`src/rtl/clkdiv_pkg.sv`:
```
package clkdiv_pkg;
  localparam int CNT_W   = 8;
  localparam int DATA_W  = 32;
  localparam int HI_LSB  = 0;
  localparam int LO_LSB  = 23;
  localparam int ODD_BIT = 31;
  localparam int BYP_BIT = 8;

  typedef struct packed {
    logic [CNT_W-1:0] hi;
    logic [CNT_W-1:0] lo;
    logic             odd;
    logic             byp;
  } div_cfg_t;

  localparam div_cfg_t CFG_RESET = '{hi: CNT_W'(1), lo: CNT_W'(1), odd: 1'b0, byp: 1'b0};

  function automatic logic [CNT_W-1:0] min_one(input logic [CNT_W-1:0] v);
    return (v == '0) ? CNT_W'(1) : v;
  endfunction
endpackage

```
`src/rtl/clkdiv_shadow.sv`:
```
module clkdiv_shadow
  import clkdiv_pkg::*;
(
  input  logic              clk_i,
  input  logic              rst_i,
  input  logic              wr_cnt_i,
  input  logic              wr_byp_i,
  input  logic [DATA_W-1:0] data_i,
  output div_cfg_t          shadow_o
);
  div_cfg_t held_q;

  always_ff @(posedge clk_i) begin
    if (rst_i) begin
      held_q <= CFG_RESET;
    end else begin
      if (wr_cnt_i) begin
        held_q.hi  <= min_one(data_i[HI_LSB +: CNT_W]);
        held_q.lo  <= min_one(data_i[LO_LSB +: CNT_W]);
        held_q.odd <= data_i[ODD_BIT];
      end
      if (wr_byp_i) begin
        held_q.byp <= data_i[BYP_BIT];
      end
    end
  end

  assign shadow_o = held_q;

  // a held count is never zero
  a_r4_nonzero_counts: assert property (@(posedge clk_i) disable iff (rst_i)
    (held_q.hi != '0) && (held_q.lo != '0));
endmodule

```
`src/rtl/clkdiv_counter.sv`:
```
module clkdiv_counter
  import clkdiv_pkg::*;
(
  input  logic     clk_i,
  input  logic     rst_i,
  input  div_cfg_t shadow_i,
  output logic     phase_o,
  output logic     odd_o,
  output logic     byp_o
);
  div_cfg_t         act_q;
  logic [CNT_W-1:0] cnt_q;
  logic             ph_q;
  logic             end_hi;
  logic             boundary;

  assign end_hi   = ph_q && (cnt_q == act_q.hi - CNT_W'(1));
  assign boundary = act_q.byp || (!ph_q && (cnt_q == act_q.lo - CNT_W'(1)));

  always_ff @(posedge clk_i) begin
    if (rst_i) begin
      act_q <= CFG_RESET;
      ph_q  <= 1'b0;
      cnt_q <= '0;
    end else if (boundary) begin
      act_q <= shadow_i;
      ph_q  <= 1'b1;
      cnt_q <= '0;
    end else if (end_hi) begin
      ph_q  <= 1'b0;
      cnt_q <= '0;
    end else begin
      cnt_q <= cnt_q + CNT_W'(1);
    end
  end

  assign phase_o = ph_q;
  assign odd_o   = act_q.odd;
  assign byp_o   = act_q.byp;

  // the counter stays inside the length of the current phase
  a_r2_cnt_in_phase: assert property (@(posedge clk_i) disable iff (rst_i)
    !act_q.byp |-> (ph_q ? (cnt_q < act_q.hi) : (cnt_q < act_q.lo)));

  // applied settings change only at a period boundary
  a_r7_hold_until_boundary: assert property (@(posedge clk_i) disable iff (rst_i)
    !boundary |=> $stable(act_q));

  // a new high phase starts only after a boundary
  a_r9_rise_at_boundary: assert property (@(posedge clk_i) disable iff (rst_i)
    $rose(ph_q) |-> $past(boundary));

  // in pass-through the phase is parked high, ready for the next period
  a_r6_bypass_parks_high: assert property (@(posedge clk_i) disable iff (rst_i)
    act_q.byp |=> ph_q);
endmodule

```
`src/rtl/clkdiv_shaper.sv`:
```
module clkdiv_shaper (
  input  logic clk_i,
  input  logic rst_i,
  input  logic phase_i,
  input  logic odd_i,
  input  logic byp_i,
  output logic clk_o
);
  logic ph_neg_q;

  always_ff @(negedge clk_i) begin
    if (rst_i) ph_neg_q <= 1'b0;
    else       ph_neg_q <= phase_i;
  end

  assign clk_o = byp_i ? clk_i : (phase_i | (odd_i & ph_neg_q));
endmodule

```
`src/rtl/clkdiv_hilo.sv`:
```
module clkdiv_hilo
  import clkdiv_pkg::*;
#(
  parameter int NUM_CH = 3,
  parameter int ADDR_W = 1 + ((NUM_CH > 1) ? $clog2(NUM_CH) : 1)
) (
  input  logic              clk_i,
  input  logic              rst_i,
  input  logic              wr_en_i,
  input  logic [ADDR_W-1:0] wr_addr_i,
  input  logic [DATA_W-1:0] wr_data_i,
  output logic [NUM_CH-1:0] div_clk_o
);
  localparam int CH_W = ADDR_W - 1;

  logic [CH_W-1:0] ch_sel;
  assign ch_sel = wr_addr_i[ADDR_W-1:1];

  for (genvar c = 0; c < NUM_CH; c++) begin : g_ch
    logic     hit;
    logic     wr_cnt;
    logic     wr_byp;
    div_cfg_t shadow;
    logic     phase;
    logic     odd;
    logic     byp;

    assign hit    = wr_en_i && (ch_sel == CH_W'(c));
    assign wr_cnt = hit && !wr_addr_i[0];
    assign wr_byp = hit &&  wr_addr_i[0];

    clkdiv_shadow u_shadow (
      .clk_i    (clk_i),
      .rst_i    (rst_i),
      .wr_cnt_i (wr_cnt),
      .wr_byp_i (wr_byp),
      .data_i   (wr_data_i),
      .shadow_o (shadow)
    );

    clkdiv_counter u_counter (
      .clk_i    (clk_i),
      .rst_i    (rst_i),
      .shadow_i (shadow),
      .phase_o  (phase),
      .odd_o    (odd),
      .byp_o    (byp)
    );

    clkdiv_shaper u_shaper (
      .clk_i   (clk_i),
      .rst_i   (rst_i),
      .phase_i (phase),
      .odd_i   (odd),
      .byp_i   (byp),
      .clk_o   (div_clk_o[c])
    );
  end
endmodule

```
`config.mk`:
```
export PLATFORM = sky130hd
export DESIGN_NAME = clkdiv_hilo
export DESIGN_NICKNAME = d
export VERILOG_FILES = /design/src/rtl/clkdiv_pkg.sv /design/src/rtl/clkdiv_shadow.sv /design/src/rtl/clkdiv_counter.sv /design/src/rtl/clkdiv_shaper.sv /design/src/rtl/clkdiv_hilo.sv
export SDC_FILE = /design/constraint.sdc
export NUM_CORES = 1
export LEC_CHECK = 0
export ABC_AREA = 1
export CORE_MARGIN = 1
export CORE_UTILIZATION = 30
export CTS_CLUSTER_SIZE = 30
export DETAILED_ROUTE_END_ITERATION = 16
export PLACE_DENSITY = 0.57
export SYNTH_ARGS = -nofsm -noshare
export SYNTH_HDL_FRONTEND = slang
export SYNTH_SLANG_ARGS = --single-unit
```
`constraint.sdc`:
```
create_clock -name clk_i -period 2.2 [get_ports clk_i]
set_input_delay 0.55 -clock clk_i [delete_from_list [all_inputs] [get_ports clk_i]]
set_output_delay 0.55 -clock clk_i [all_outputs]
set_load 0.02 [all_outputs]
```
# After elaboration in Yosys (flattened, before gate mapping)
# Index checks and enable logic that the tools add are counted.
# W data, S select, Z words.
dict set report op_classes {
  mux 11
  add_sub_neg 9
  bitwise_logic 6
  reduce_logical 31
  n_eq_ne 8
}
# cell count
set op_table {}
lappend op_table {{$eq A8 B8 Y1} 6}
lappend op_table {{$sub A8 B1 Y8 const B} 6}
lappend op_table {{$add A8 B1 Y8 const B} 3}
lappend op_table {{$logic_not A8 Y1} 2}
lappend op_table {{$mux W8} 2}
lappend op_table {{$logic_and A1 B1 Y1} 15}
lappend op_table {{$mux W1} 9}
lappend op_table {{$reduce_or A3 Y1} 3}
lappend op_table {{$reduce_bool A2 Y1} 3}
lappend op_table {{$logic_not A1 Y1} 4}
lappend op_table {{$and A1 B1 Y1} 3}
lappend op_table {{$logic_or A1 B1 Y1} 3}
lappend op_table {{$or A1 B1 Y1} 3}
lappend op_table {{$eq A2 B1 Y1 const B} 1}
lappend op_table {{$eq A2 B2 Y1 const B} 1}
lappend op_table {{$logic_not A2 Y1} 1}
dict set report word_totals {
  reg_bits 138
  inputBits 38
  output_inout_bits 3
}

# Logic depth before layout (Yosys ltp)
# Gate-level depths: netlist of run 1.
dict set report logic_depth {
  ltp_word 5
  ltp_mapped 14
  depth_no_buf 13
}

# Modules after synthesis
# From an unflattened synthesis of run 1, not the netlist that was laid out.
dict set report hier_totals {
  hier_cells 1138
  hier_area_um2 7472.2
}
# module instances cells_per_inst area_per_inst_um2 seq_area_each_um2
set by_module_without_submodules {}
lappend by_module_without_submodules {{clkdiv_counter (g_ch[1].u_counter ...)} 2 270 1680.4 540.5}
lappend by_module_without_submodules {clkdiv_shadow 3 91 690.7 360.3}
lappend by_module_without_submodules {{clkdiv_counter (g_ch[0].u_counter)} 1 285 1815.5 540.5}
lappend by_module_without_submodules {clkdiv_shaper 3 9 57.6 20.0}
lappend by_module_without_submodules {clkdiv_hilo 1 13 51.3 0.0}

==> flow_summary.ini, run 1 <==
[cells_and_area]
antennaDiodeCount = 0
fillCellCount = 2340
syn_to_final_growth_pct = 22.8
finalInstanceArea_um2 = 8350
drive_gt1_share_pct = 10.5
num-nets-final = 1076

[setup_path]
crit_path_start = g_ch[1].u_shaper.ph_neg_q
crit_family = flip-flops
end_kind = output port
worstPathMaxFanout = 1
worstPathCellList = a21oi_2 > o21ai_2 > buf_6
cp.arrival_ns = 2.33
cp_num_buf_inv = 1
start_kind = flip-flop
crit_path_top_delay_cell = dfxtp_2
cp_slowest_stage_delay_ns = 0.31
path_class = reg -> out
timing.rr.start = g_ch[0].u_counter.act_q[2]
cp.required_ns = 1.65

[logic_synthesis]
synth_seq_area_share_pct = 40.6
yosys_warnings = 0
synth.largest_area_cell = dfxtp_1
synth_common_cells = 219 x nand2_1, 138 x dfxtp_1, 132 x nor2_1
ys_ff_latch = 138
syn_inst = 981
syn_area_per_cell_um2 = 6.94
ys_top_cells_by_area = dfxtp_1 41%, nand2_1 12%, nand3_1 8.5%
yosysTopAreaCellShare_pct = 40.6
ys.flop_type = dfxtp_1
async_flop_share_pct = 0
synth_edf_count = 0
synth_nets = 1028
syn_area_um2 = 6800
synthDistinctLibCells = 35
yosysMostFrequentCell = nand2_1

[sta]
rsz0062_at_grt = true
setup_viol = 6
final-hold-violation-count = 0
relSlewSlack_pct = 62.9
slew_violations = 0
fin_hold_ws_ns = 0.453
finalClockSkew_ns = 0.0471
worst_slack_ns = -0.677
tightest_slew_ns = 0.555

[grt]
top_usage_layer = met2
grt_util_met2_pct = 23.4
met3_usage_pct = 3.58
grt_antenna_before_repair = 0
grt-ovfl-total = 0
grt_pass1_vias = 5664
met1_usage_pct = 20.6
track_usage_pct = 15.5
grt_pass1_wl_mm = 28.6
grt_max_degree = 30

[floorplanning]
initial_core_util_pct = 30.9
rows = 54
die_x_um = 153
core_region_area_um2 = 22000
pin_count = 41
die_h_um = 153
die_area_um2 = 23300

[power_and_ir_drop]
ir_drop_uv = 523
power_density_nw_per_um2 = 1350
power_leakage_nw = 3.65

[drt]
vias = 6311
wire_per_inst_um = 13.0
dr.pass1.iters = 5
postRouteAntennaNets = 0
wirelength_mm = 17.2
via_per_inst = 4.77
drc_errors = 0
drt_iter0_markers = 381

[place]
dpl_cell_area_um2 = 7560
post-place-ws_ns = -0.505
place_congestion = 0.808
io_buffer_count = 26
hpwl_mm = 12.6

[min_path]
min_path_type = reg -> reg
hp-start = g_ch[1].u_shadow.shadow_o[0]

[clock_tree]
clk_pin_slew_ns = 0.06
clock_latency_ns = 0.57
cts_tree = done

[flow_run]
maxCapViolCount = 0

[outcome]
status = finished with violations
violations = negative setup slack
-- where the power goes --
group | leakage, nW | internal [mW] | switching, mW
Combinational | 2.15 | 1.87 | 2.89
Clock | 0.375 | 2.00 | 1.32
Sequential | 1.12 | 2.86 | 0.321
Total | 3.65 | 6.73 | 4.53
-- state kept, by name (all words and copies together), names as in the netlist --
name,flops
g_ch.u_shaper.ph_neg_q,3
g_ch.u_counter.odd_o,3
g_ch.u_counter.phase_o,3
g_ch.u_shadow.shadow_o,54
g_ch.u_counter.act_q,48
g_ch.u_counter.cnt_q,24
g_ch.u_counter.byp_o,3
-- per-layer routing --
metal  part of all wire, %  vias to the layer above  wire length [um]
met2                    45                      103              7710
met4                   2.8                        0               474
li1                      -                     3307                 -
met3                   3.1                       28               526
met5                     0                        -                 0
met1                    49                     2873              8510
-- placed cells by master (no fill, tap or decap), types with 9 or more instances in the layout --
cell / count
a21oi_1: 53
buf_4: 31
clkbuf_16: 21
clkdlybuf4s50_1: 23
dfxtp_1: 133
ha_1: 9
inv_1: 87
nand2_1: 219
nand3_1: 115
nand4_1: 34
nor2_1: 131
nor3_1: 23
o21ai_0: 45
xnor2_1: 22
xor2_1: 24
-- worst reg2reg max path, delay by kind of cell, from the launching register on --
kind	cells	cell delay, ns
buffers and inverters	1	0.11
adder cells (fa/ha/maj)	1	0.32
flip-flops	1	0.38
AND/OR/NAND/NOR	8	1.15
-- metrics by stage --
stage | util, % | total power [mW] | std cells | setup TNS [ns]
floorplan | - | 6.69 | 981 | -0.129
global placement | 34.3 | 7.69 | 1279 | -2.37
detailed placement | 34.3 | 7.72 | 1279 | -2.36
CTS | 37.5 | 11.0 | 1318 | -2.22
global route | 37.9 | 12.2 | 1323 | -2.23
finish | 37.9 | 11.3 | 1323 | -1.98
-- what timing repair did --
| item | 4_1_cts | 5_1_grt |
|---|---|---|
| pin swaps | 0 | 5 |
| gates resized for setup | 19 | 13 |
| buffers inserted | 0 | 3 |
| hold buffers | 0 | 0 |
| setup endpoints to repair | 12 | 52 |
| cloned | 0 | 2 |
-- cell type report --
| type | instances | area [um2] | share of cell area [%] |
|---|---|---|---|
| Multi-Input combinational cell | 713 | 3570 | 42.8 |
| Sequential cell | 138 | 2770 | 33.1 |
| Timing Repair Buffer | 61 | 607 | 7.26 |
| Clock buffer | 25 | 559 | 6.70 |
| Tap cell | 280 | 350 | 4.19 |
| Inverter | 88 | 332 | 3.97 |
| Clock inverter | 18 | 165 | 1.98 |
-- path summary, 6_finish.rpt --
check,end,slack [ns],cells past startpoint
min reg2reg,g_ch[1].u_counter.byp_o,0.45,2
max,div_clk_o[1],-0.68,3
max reg2reg,g_ch[0].u_counter.cnt_q[3],0.16,10
min,g_ch[1].u_counter.byp_o,0.45,2
-- logic make-up after synthesis --
family	synth area share [%]
flip-flops	40.6
buffers and inverters	7.87
XOR/XNOR	6.16
AND/OR/NAND/NOR	35.7
AO/OA/AOI/OAI	7.98
adder cells (fa/ha/maj)	1.66
Power figures use the tool's default switching activity.
==> inputs of run 2 (changes only) <==
--- a/config.mk
+++ b/config.mk
@@ -10,7 +10,6 @@
 export CORE_UTILIZATION = 30
 export CTS_CLUSTER_SIZE = 30
 export DETAILED_ROUTE_END_ITERATION = 16
-export PLACE_DENSITY = 0.57
 export SYNTH_ARGS = -nofsm -noshare
 export SYNTH_HDL_FRONTEND = slang
 export SYNTH_SLANG_ARGS = --single-unit
==> flow_summary.ini, run 2 (same netlist as run 1, synthesis figures left out) <==
[cells_and_area]
fillCellCount = 2316
antennaDiodeCount = 0
multi_input_comb_area_um2 = 3560
layout_commonest_cell = nand2_1
largest_reg_flops = 54
syn_to_final_growth_pct = 22.3
layout_common_cells = 219 x nand2_1, 135 x dfxtp_1, 130 x nor2_1
num-nets-final = 1071
regArea_um2 = 2770
stdcell_count = 1318
drive_gt1_share_pct = 10.0

[setup_path]
cp.arrival_ns = 2.34
cp_num_buf_inv = 1
start_kind = flip-flop
cp_slowest_stage_delay_ns = 0.31
end_kind = output port
crit_path_top_delay_cell = dfxtp_2
path_class = reg -> out
worstPathMaxFanout = 1
crit_family = flip-flops
cp.required_ns = 1.65
worstPathCellList = a21oi_2 > o21ai_2 > buf_6

[power_and_ir_drop]
power_leakage_nw = 3.64
power.share.sequential_pct = 27.9
ir_drop_uv = 762
p_sw_mw = 4.52
p_total_mw = 11.4
switching_share_pct = 39.6
power_frac_comb_pct = 41.8
p_int_mw = 6.88
clockPowerShare_pct = 30.3
power_density_nw_per_um2 = 1370

[drt]
dr.pass1.iters = 7
drc_errors = 0
postRouteAntennaNets = 0
drt_iter0_markers = 407
vias = 6258
via_per_inst = 4.75
wire_per_inst_um = 12.8
wirelength_mm = 16.9

[clock_tree]
cts_tree = done
clk_pin_slew_ns = 0.06
hold_buffers = 0
clock_latency_ns = 0.58

[min_path]
min_path_type = reg -> reg

[sta]
finalClockSkew_ns = 0.0484
slew_violations = 0
finalSetupTns_ns = -2.03
rsz0062_at_grt = true
final-hold-violation-count = 0
relSlewSlack_pct = 70.2
setup_viol = 6
worst_slack_ns = -0.694
fin_hold_ws_ns = 0.448
tightest_slew_ns = 0.447

[grt]
grt_pass1_vias = 5787
grt_pass1_wl_mm = 27.8
grt_antenna_before_repair = 0
grt_max_degree = 35
grt-ovfl-total = 0
track_usage_pct = 15.0

[place]
place_congestion = 0.843
post-place-ws_ns = -0.495
dpl.cell_count = 1275
io_buffer_count = 26
hpwl_mm = 12.2

[outcome]
status = finished with violations
violations = negative setup slack

[floorplanning]
core_region_area_um2 = 22000
pin_count = 41
die_area_um2 = 23300
die_x_um = 153
die_h_um = 153
initial_core_util_pct = 30.9
rows = 54

[flow_run]
maxCapViolCount = 0
run 2: what timing repair did:
action,CTS,global route
gates cloned,0,1
setup buffers,0,3
setup endpoints to repair,12,33
pin swaps,1,4
resized for setup,19,13
run 2: layout make-up:
type	instances	area share, %
Timing Repair Buffer	57	6.63
Tap cell	280	4.21
Multi-Input combinational cell	712	42.8
Clock inverter	18	2.30
Sequential cell	138	33.3
Inverter	88	3.99
Clock buffer	25	6.77
run 2: worst reg2reg max path, stage by stage (launching register included):
cell	delay, ns
dfxtp_1	0.37
inv_1	0.11
ha_1	0.24
or2_2	0.31
nand2_1	0.06
nand2_1	0.04
nand2_1	0.06
nand2_1	0.05
nor2_1	0.11
nand3_2	0.12
buf_12	0.19
a21oi_1	0.20
nor2_1	0.07
run 2: final timing paths:
kind / start / to / slack [ns] / cells past startpoint
worst max register to register: g_ch[1].u_counter.act_q[2] / g_ch[1].u_counter.act_q[14] / 0.17 / 12
worst max-delay path: g_ch[1].u_shaper.ph_neg_q / div_clk_o[1] / -0.69 / 3
worst min-delay path: g_ch[1].u_shadow.shadow_o[0] / g_ch[1].u_counter.byp_o / 0.45 / 2
worst min register to register: g_ch[1].u_shadow.shadow_o[0] / g_ch[1].u_counter.byp_o / 0.45 / 2
run 2: power groups by stage:
stage | logic [mW] | registers (mW) | clock network [mW]
after floorplan | 3.48 | 3.13 | 0.0819
after global placement | 4.39 | 3.22 | 0.0904
after detailed placement | 4.45 | 3.23 | 0.0905
after CTS | 4.48 | 3.18 | 3.50
after global routing | 5.39 | 3.23 | 3.64
final | 4.77 | 3.18 | 3.45
run 2: stage by stage:
stage               area (um2)  util [%]
floorplan                 6800         -
global placement          7510      34.1
detailed placement        7510      34.1
CTS                       8230      37.4
global route              8320      37.8
finish                    8320      37.8
run 2: layer usage:
| metal | GRT usage (%) | up-vias | wire length (um) |
|---|---|---|---|
| met5 | 0 | - | 0 |
| met4 | 6.59 | 0 | 314 |
| met3 | 4.10 | 21 | 631 |
| met2 | 23.9 | 99 | 7810 |
| met1 | 18.8 | 2857 | 8100 |
| li1 | - | 3281 | - |
